--- config.mk ---
export PLATFORM = sky130hd
export DESIGN_NAME = burst_word_loader
export DESIGN_NICKNAME = d
export VERILOG_FILES = /design/src/rtl/burst_word_loader.sv
export SDC_FILE = /design/constraint.sdc
export NUM_CORES = 1
export LEC_CHECK = 0
export ABC_CLOCK_PERIOD_IN_PS = 5590
export BUFFER_PORTS_ARGS = -buffer_cell sky130_fd_sc_hd__buf_2
export CAP_MARGIN = 20
export CORE_ASPECT_RATIO = 2
export CORE_MARGIN = 3
export CORE_UTILIZATION = 25
export CTS_CLUSTER_SIZE = 10
export DETAILED_ROUTE_END_ITERATION = 12
export GPL_TIMING_DRIVEN = 0
export HOLD_SLACK_MARGIN = 0.06
export PLACE_DENSITY = 0.49
export SLEW_MARGIN = 20
export SYNTH_ARGS = -nofsm -noshare
export SYNTH_HDL_FRONTEND = slang
export SYNTH_SLANG_ARGS = --single-unit
--- constraint.sdc ---
create_clock -name clk -period 5.59 [get_ports clk]
set_input_delay 0.559 -clock clk [delete_from_list [all_inputs] [get_ports clk]]
set_output_delay 0.559 -clock clk [all_outputs]
set_load 0.1 [all_outputs]
--- src/rtl/burst_word_loader.sv ---
module burst_word_loader #(
  parameter int AW = 22,
  parameter int DW = 16,
  parameter int WORDS = 32
) (
  input  logic          clk,
  input  logic          rst_n,
  input  logic          wr_en,
  input  logic [AW-1:0] wr_addr,
  input  logic [DW-1:0] wr_data,
  output logic [7:0]    status,
  output logic          prog_req,
  output logic [AW-1:0] prog_addr,
  output logic [DW-1:0] prog_data,
  input  logic          prog_done
);
  localparam int IW = $clog2(WORDS);
  localparam logic [DW-1:0] BLANK = '1;
  localparam logic [7:0] ACT_CODE = 8'h10;

  typedef enum logic [1:0] {S_IDLE, S_LOAD, S_PROG} st_t;

  st_t           st;
  logic [IW-1:0] cnt;
  logic [AW-1:0] base;
  logic          fault;
  logic [DW-1:0] slot [WORDS];

  wire last    = cnt == IW'(WORDS - 1);
  wire addr_ok = (cnt == '0) ? (wr_addr[IW-1:0] == '0) : (wr_addr == base);
  wire skip    = slot[cnt] == BLANK;

  always_ff @(posedge clk) begin
    if (!rst_n) begin
      st    <= S_IDLE;
      cnt   <= '0;
      base  <= '0;
      fault <= 1'b0;
    end else begin
      case (st)
        S_IDLE: if (wr_en && wr_data[7:0] == ACT_CODE) begin
          st    <= S_LOAD;
          cnt   <= '0;
          fault <= 1'b0;
        end
        S_LOAD: if (wr_en) begin
          if (!addr_ok) begin
            fault <= 1'b1;
            st    <= S_IDLE;
            cnt   <= '0;
          end else begin
            if (cnt == '0) base <= wr_addr;
            if (last) begin
              st  <= S_PROG;
              cnt <= '0;
            end else cnt <= cnt + 1'b1;
          end
        end
        S_PROG: if (skip || prog_done) begin
          if (last) begin
            st  <= S_IDLE;
            cnt <= '0;
          end else cnt <= cnt + 1'b1;
        end
        default: st <= S_IDLE;
      endcase
    end
  end

  always_ff @(posedge clk)
    if (st == S_LOAD && wr_en) slot[cnt] <= wr_data;

  assign prog_req  = (st == S_PROG) && !skip;
  assign prog_addr = {base[AW-1:IW], cnt};
  assign prog_data = slot[cnt];
  assign status    = {st != S_PROG, 2'b00, fault, 3'b000, st == S_LOAD};


  req_held_chk: assert property (@(posedge clk) disable iff (!rst_n)
    prog_req && !prog_done |=> prog_req && $stable(prog_addr) && $stable(prog_data));

  busy_after_full_chk: assert property (@(posedge clk) disable iff (!rst_n)
    $fell(status[7]) |-> $past(status[0] && wr_en));

  fault_ends_load_chk: assert property (@(posedge clk) disable iff (!rst_n)
    $rose(status[4]) |-> $past(status[0] && wr_en) && status[7] && !status[0]);

  fault_clear_chk: assert property (@(posedge clk) disable iff (!rst_n)
    $fell(status[4]) |-> $past(wr_en && wr_data[7:0] == ACT_CODE));

  no_req_ready_chk: assert property (@(posedge clk) disable iff (!rst_n)
    status[7] |-> !prog_req);

  addr_in_block_chk: assert property (@(posedge clk) disable iff (!rst_n)
    prog_req |-> prog_addr[AW-1:IW] == base[AW-1:IW]);
endmodule

==> flow_summary.ini, run 1 <==
[placed_design]
post-dp-hpwl_um = 51900
placed_area_mm2 = 0.0249
io_buffers = 83
gp_congestion = 0.850
dp.cells = 2644

[status]
status = completed

[route]
first_iter_violations = 1155
routedWlPerCell_um = 27.3
viasPerCell = 4.72
final_antenna_net_count = 0
post-route-drc-count = 0
firstDrtPassIters = 7
vias = 12826
drt_wl_total_um = 74100

[yosys]
synthArstFlopShare_pct = 0
ys_ff_latch = 547
ys_types = 52
yosysWarnings = 0
synth_top_area_share_pct = 69.6
syn-cell-area_mm2 = 0.0221
yosysMostFrequentCell = edfxtp_1
synth_edf_count = 512
yosys-top-cells-area = edfxtp_1, mux2i_1, dfxtp_1
syn_inst = 1368
seq_area_frac_synth_pct = 72.8
syn_area_per_cell_um2 = 16.1
synth-main-ff-cell = edfxtp_1
yosys.area.top_type = edfxtp_1
synth.cells.most_frequent = edfxtp_1, mux2i_1, a22oi_1

[global_route]
grt.met2_usage_pct = 31.0
grt_max_degree = 34
grt_use_met1_pct = 16.0
antenna_found_initial = 6
grt_busiest_layer = met2
grt.total_usage_pct = 15.7
grt_use_met3_pct = 1.97
grt_pass1_vias = 13352
grt_pass1_wl_um = 102000
grt-ovfl-total = 0

[clock_tree]
post_cts_buffers = 0
cts_buffer_depth = 3
cts_resized = 0
postCtsHoldBufs = 0
htreeDepth = 2
path_clk_slew_ps = 60
clockRootBuffer = clkbuf_16
clock_latency_ps = 630
tritoncts = yes
cts_made_buffers = 60
cts_sinks = 547

[floorplan]
initial_core_util_pct = 25.3
core_area_mm2 = 0.0873
io_pins = 89
rows = 153
die_width_um = 216
die_y_um = 426
die_area_mm2 = 0.0922

[worst_setup_path]
arrival_ps = 4530
r2r_cells = 11
worstPathMaxFanout = 10
startpoint_type = register
required_ps = 5030
path_class = register to output pin
end_kind = output pin

[power]
p_per_area_mw_per_mm2 = 318
power.leakage_nw = 8.15
ir_worst_vdd_uv = 248

[sta]
tns_ps = 0
setup_viol = 0
period_minus_slack_ps = 5090
final.setup_skew_ps = 20.8
relSlewSlack_pct = 26.1
post-route-period-util_pct = 91.1
rsz0062_at_grt = no
fmax_mhz = 196
slew_violations = 0
finalHoldViolations = 0
worst_pin_slew_ps = 1110

[cells_and_area]
final_nets = 1595
fin_area_mm2 = 0.0265
finalNonFillerCells = 2720
syn2layout_area_growth_pct = 20.1
layout-drive-gt1-share_pct = 18.2

[run]
maxCapViolations = 0

[min_path]
min_path_cells = 3
holdCritPathClass = input port to register
report_power, final:
| part | switching (mW) | total [mW] | internal (mW) |
|---|---|---|---|
| combinational | 0.362 | 0.461 | 0.0990 |
| sequential | 0.00731 | 4.50 | 4.50 |
| clock | 1.54 | 3.48 | 1.94 |
| total | 1.91 | 8.44 | 6.53 |
path summary, 6_finish.rpt:
| kind | start | endpoint | slack, ps |
|---|---|---|---|
| worst max-delay path | register | prog_req | 500 |
| worst min-delay path | wr_addr[13] | base[13] | 200 |
| worst max register to register | register | register | 1470 |
| worst min register to register | base[9] | base[9] | 490 |
worst max-delay path, stage by stage (launching register included):
cell	delay, ps
dfxtp_1	380
nand2b_1	450
clkbuf_1	840
o21ai_0	630
a211o_1	500
and4_1	360
a31oi_1	250
buf_2	480
final cells by class:
| type | count | area, um^2 |
|---|---|---|
| timing repair buffer | 110 | 1110 |
| clock inverter | 3 | 50.0 |
| sequential | 547 | 16100 |
| inverter | 11 | 41.3 |
| buffer | 94 | 584 |
| clock buffer | 72 | 1570 |
| fill | 8673 | 60800 |
| tap | 1162 | 1450 |
| multi-input combinational | 720 | 5650 |
| antenna | 1 | 2.50 |
placed cells by master, fill, tap and decap left out, types with 4 or more instances in the layout:
master / instances
a211o_1: 7
a211oi_1: 4
a21oi_1: 51
a22o_1: 15
a22oi_1: 89
and3_1: 14
buf_16: 24
buf_2: 97
buf_4: 48
buf_6: 5
clkbuf_1: 38
clkbuf_16: 61
conb_1: 5
dfxtp_1: 35
edfxtp_1: 512
ha_1: 9
inv_1: 11
mux2i_1: 258
nand2_1: 86
nand3_1: 29
nand3b_1: 4
nand4_1: 8
nor2_1: 9
nor2_4: 32
nor2b_1: 9
nor3_1: 5
o21ai_0: 17
o22ai_1: 4
o32ai_1: 4
or2_2: 4
or3_1: 5
xnor2_1: 20
sequential cells by signal, indices dropped and copies added (netlist names), named ones only:
| name | count |
|---|---|
| fault | 1 |
| slot | 512 |
| st | 2 |
| base | 22 |
| cnt | 5 |
stage by stage:
stage	hold WS, ps	utilization (%)	power [mW]	setup WS [ps]
global placement	474	27.5	5.03	795
detailed placement	483	28.5	5.05	1210
CTS	157	30.4	8.51	515
finish	198	30.4	8.44	499
global route	188	30.4	8.68	472
floorplan	461	-	4.85	787
routing by layer:
metal / up-vias / part of all wire [%]
li1: 5605 / -
met1: 6557 / 35
met2: 490 / 56
met3: 174 / 4.2
met4: 0 / 5.4
met5: - / 0
logic make-up after synthesis:
group / after synthesis / synth area share, %
AOI/OAI and AO/OA: 205 / 6.44
xor gates and xnor gates: 22 / 0.872
adders and majority gates: 9 / 0.510
buffers and inverters: 105 / 2.83
DFF: 547 / 72.8
muxes: 258 / 11.7
other: 1 / 0.0170
and+or+nand+nor: 221 / 4.86
Note: power is estimated with default switching activity, not from simulation.
==> run 2, diff against run 1 <==
Settings changed: CELL_PAD_IN_SITES_DETAIL_PLACEMENT set to 1, CELL_PAD_IN_SITES_GLOBAL_PLACEMENT set to 1, PLACE_DENSITY 0.49 to 0.54.
==> run 2 against run 1 <==
Against the previous run: sequential share of layout area is 0.22 points lower; non-clock buffer count stayed put; maximum frequency down 0.14%; total power up 1.6%; worst hold slack better by 11 ps; critical path depth is 1 higher; first-iteration DRC count decreased by 18%; register-to-register slack lost 220 ps; wire length increased by 5.1%; core utilization is 0.11 points higher; largest cell class unchanged.
==> flow_summary.ini, run 2 (same netlist as run 1, synthesis figures left out) <==
[worst_setup_path]
crit_family = simple AND/OR/NAND/NOR gates
path_class = register to output pin
crit_slowest_cell = clkbuf_1
slowest_delay_ps = 830
critical_path_buf_inv_count = 2
startpoint_type = register
crit_chain = nor2_1, clkbuf_1, nand3_1, o21ai_0, o32ai_1, nor4_4, a31oi_1, buf_2
arrival_ps = 4540
required_ps = 5030
worstPathMaxFanout = 10
end_kind = output pin

[power]
sw_frac_of_total_pct = 22.6
internal-power_mw = 6.64
pwr-share-comb_pct = 5.4
clkPwrFrac_pct = 42.1
switching_power_mw = 1.94
ir_worst_vdd_uv = 212
p_seq_share_pct = 52.5
p_total_mw = 8.58
p_per_area_mw_per_mm2 = 322
power.leakage_nw = 8.19

[status]
status = completed

[cells_and_area]
reg_top3 = slot: 512 flops, base: 22 flops, cnt: 5 flops
layout-drive-gt1-share_pct = 18.5
largest_reg_flops = 512
regMostFlops = slot
syn2layout_area_growth_pct = 20.6
antenna_cells = 0
mostFrequentLayoutCell = edfxtp_1
mostFrequentLayoutCells = edfxtp_1, mux2i_1, buf_2, a22oi_1, nand2_1
finalNonFillerCells = 2720
final_nets = 1596

[clock_tree]
cts_resized = 0
cts_made_buffers = 61
path_clk_slew_ps = 60
cts_buffer_depth = 3
post_cts_buffers = 0
tritoncts = yes
postCtsHoldBufs = 0
clock_latency_ps = 620
cts_sinks = 547
clockRootBuffer = clkbuf_16
htreeDepth = 2

[global_route]
grt_pass1_wl_um = 109000
grt-ovfl-total = 0
antenna_found_initial = 5
grt_max_degree = 34
grt.total_usage_pct = 16.7
grt_pass1_vias = 14268

[floorplan]
io_pins = 89
die_y_um = 426
core_area_mm2 = 0.0873
die_area_mm2 = 0.0922
die_width_um = 216
rows = 153
initial_core_util_pct = 25.3

[route]
final_antenna_net_count = 0
drt_wl_total_um = 77900
routedWlPerCell_um = 28.6
first_iter_violations = 951
firstDrtPassIters = 4
vias = 13009
post-route-drc-count = 0
viasPerCell = 4.78

[sta]
fmax_mhz = 196
finalHoldViolations = 0
tns_ps = 0
setup_viol = 0
relSlewSlack_pct = 30.5
slew_violations = 0
worst_pin_slew_ps = 1030
period_minus_slack_ps = 5100
final.setup_skew_ps = 25.7
rsz0062_at_grt = no
whs_ps = 209
post-route-period-util_pct = 91.2

[placed_design]
dp.cells = 2644
post-dp-hpwl_um = 55300
io_buffers = 83
gp_congestion = 0.867

[min_path]
holdCritPathClass = input port to register

[run]
maxCapViolations = 0
run 2: path summary, 6_finish.rpt:
path	startpoint	slack [ps]	cells after the start	endpoint
worst max-delay path	register	490	8	prog_req
worst min-delay path	wr_addr[12]	210	3	base[12]
worst max register to register	register	1250	9	register
worst min register to register	base[16]	490	2	base[16]
run 2: power groups by stage:
stage          Clock, mW  Combinational [mW]  Sequential, mW
2_1_floorplan          0               0.265            4.59
3_5_place_dp           0               0.469            4.59
4_1_cts             3.69               0.472            4.50
5_1_grt             3.82               0.489            4.50
3_3_place_gp           0               0.442            4.59
6_report            3.61               0.465            4.50
run 2: through the flow:
stage	utilization, %	instance area [um^2]	setup WS, ps
2_1_floorplan	-	22100	787
3_3_place_gp	27.5	24000	893
3_5_place_dp	28.6	24900	1040
4_1_cts	30.5	26600	344
5_1_grt	30.5	26600	371
6_report	30.5	26600	492
run 2: cell type report:
class	instances	area [um^2]
Fill cell	9192	60700
Multi-Input combinational cell	720	5650
Clock buffer	72	1610
Buffer	94	583
Timing Repair Buffer	110	1140
Sequential cell	547	16100
Tap cell	1162	1450
Clock inverter	4	76.3
Inverter	11	41.3
run 2: tightest hold or removal path, cell delays in order:
cell and delay (ps):
buf_2 110, nand2_1 50, a21oi_1 50
run 2: routing by layer:
layer	up-vias	part of all wire (%)	track usage [%]
met5	-	0.027	0
met4	4	4.9	7.77
met3	151	4.0	2.19
met2	394	56	33.2
met1	6842	35	16.9
li1	5618	-	-
==> run 3, diff against run 2 <==
Settings changed: ABC_CLOCK_PERIOD_IN_PS 5590 to 4250, PLACE_DENSITY 0.54 to 0.55.
Clock period 5.59 ns to 4.25 ns, I/O delays scaled along.
==> run 3 against run 2 <==
Against the previous run: final cell count up 1.0%; count of clock-buffer cells in the layout up 11; total power up 30%; via count up 0.18%; worst hold slack worse by 130 ps; non-clock buffer count up 18; sequential cell count unchanged; core utilization up 0.25 points; sequential share of layout area down 0.50 points; register-to-register slack worse by 670 ps; critical path type unchanged; highest routed layer is now met4.
==> flow_summary.ini, run 3 (same netlist as run 1, synthesis figures left out) <==
[status]
status = completed

[worst_setup_path]
slowest_delay_ps = 620
crit_slowest_cell = nor2_2
cp_num_cells = 8
crit_chain = nor2_2, clkbuf_4, nand3_1, o21ai_1, a211o_1, and4_1, a31oi_2, buf_4
arrival_ps = 3770
worstPathMaxFanout = 10
end_kind = output pin
path_class = register to output pin
required_ps = 3830
crit_family = simple AND/OR/NAND/NOR gates
endpoint = prog_req
startpoint_type = register
critical_path_buf_inv_count = 2
rrSetupSlack_ps = 580
r2r_cells = 14

[route]
routedWlPerCell_um = 28.3
met2_length_um = 43200
top_layer_used = met4
vias = 13033
first_iter_violations = 1097
post-route-drc-count = 0
met1_length_um = 26700
final_antenna_net_count = 0
viasPerCell = 4.74
firstDrtPassIters = 5
drt_wl_total_um = 77700
wl_met3_um = 2980

[global_route]
antenna_found_initial = 2
grt_pass1_wl_um = 107000
grt_pass1_vias = 14073
grt-ovfl-total = 0
grt_max_degree = 34
grt.total_usage_pct = 16.5

[floorplan]
io_pins = 89
rows = 153
die_y_um = 426
core_area_mm2 = 0.0873
die_area_mm2 = 0.0922
initial_core_util_pct = 25.3
die_width_um = 216

[clock_tree]
cts_buffer_depth = 3
clock_latency_ps = 630
path_clk_slew_ps = 60
tritoncts = yes
htreeDepth = 2
cts_made_buffers = 60
cts_sinks = 547
clockRootBuffer = clkbuf_16

[cells_and_area]
largest_reg_flops = 512
final_nets = 1613
mostFrequentLayoutCell = edfxtp_1
final_core_util_pct = 30.8
mostFrequentLayoutCells = edfxtp_1, mux2i_1, buf_2, a22oi_1, nand2_1
layout-drive-gt1-share_pct = 19.9
regMostFlops = slot
reg_top3 = slot: 512 flops, base: 22 flops, cnt: 5 flops
antenna_cells = 0
syn2layout_area_growth_pct = 21.6
fillers = 9215

[placed_design]
io_buffers = 83
gp_congestion = 0.866
post-dp-hpwl_um = 55200

[sta]
post-route-period-util_pct = 98.7
rsz0062_at_grt = no
fmax_mhz = 238
final.setup_skew_ps = 17.1
relSlewSlack_pct = 33.2
worst_pin_slew_ps = 999
setup_viol = 0
whs_ps = 80.7
slew_violations = 0
finalHoldViolations = 0
period_minus_slack_ps = 4200

[power]
p_per_area_mw_per_mm2 = 416
power.leakage_nw = 8.32
ir_worst_vdd_uv = 286

[min_path]
holdCritPathClass = input port to register

[run]
maxCapViolations = 0
[run 3: cell types whose count changed in the layout (fill, tap and decap cells not counted), sizes merged]
cell,previous run,this run
dlygate4sd3,0,14
clkbuf,100,110
buf,176,181
bufinv,1,0
clkinvlp,1,0
inv,12,13
[run 3: timing repair]
item,CTS,global route
gates resized for setup,37,10
hold endpoints to repair,14,0
endpoints found under the setup margin,16,1
hold buffers,14,0
pin swaps,1,0
setup buffers,2,0
[run 3: final cells by class]
class,instances,area (um^2),share of cell area (%)
clock buffer,83,1600,5.95
multi-input combinational,720,5700,21.2
timing repair buffer,128,1300,4.85
buffer,94,628,2.34
sequential,547,16100,59.9
inverter,11,41.3,0.154
tap,1162,1450,5.42
clock inverter,3,47.5,0.177
[run 3: worst min-delay path, cell delays in order]
cell and delay, ps:
buf_2 110, nand2_1 50, a21oi_1 50
[run 3: worst min-delay path by stage]
| stage | cells past startpoint | slack [ps] | start | end |
|---|---|---|---|---|
| 4_1_cts | 3 | 60 | wr_addr[7] | base[7] |
| 3_3_place_gp | 2 | 470 | base[16] | base[16] |
| 5_1_grt | 3 | 80 | wr_addr[20] | base[20] |
| 2_1_floorplan | 2 | 460 | base[21] | base[21] |
| 6_report | 3 | 80 | wr_addr[7] | base[7] |
| 3_5_place_dp | 2 | 480 | base[18] | base[18] |
[run 3: through the flow]
stage | area, um^2 | setup slack (ps) | setup TNS [ps] | instances | power (mW)
2_1_floorplan | 22100 | 248 | 0 | 1372 | 6.38
3_3_place_gp | 24000 | -521 | -15360 | 2617 | 6.62
3_5_place_dp | 25000 | -148 | -150 | 2646 | 6.65
4_1_cts | 26800 | 11.1 | 0 | 2748 | 11.3
5_1_grt | 26800 | 17.6 | 0 | 2748 | 11.5
6_report | 26800 | 53.4 | 0 | 2748 | 11.2
[run 3: report_power, final]
| part | switching [mW] | leakage (nW) | internal, mW |
|---|---|---|---|
| clock | 2.05 | 0.793 | 2.57 |
| sequential | 0.00953 | 4.88 | 5.91 |
| combinational | 0.487 | 2.64 | 0.140 |
| total | 2.55 | 8.32 | 8.63 |
[run 3: metal layers]
| metal | vias to the layer above | GRT usage [%] |
|---|---|---|
| met1 | 6806 | 16.3 |
| li1 | 5669 | - |
| met2 | 400 | 32.8 |
| met5 | - | 0 |
| met4 | 0 | 9.17 |
| met3 | 158 | 2.11 |
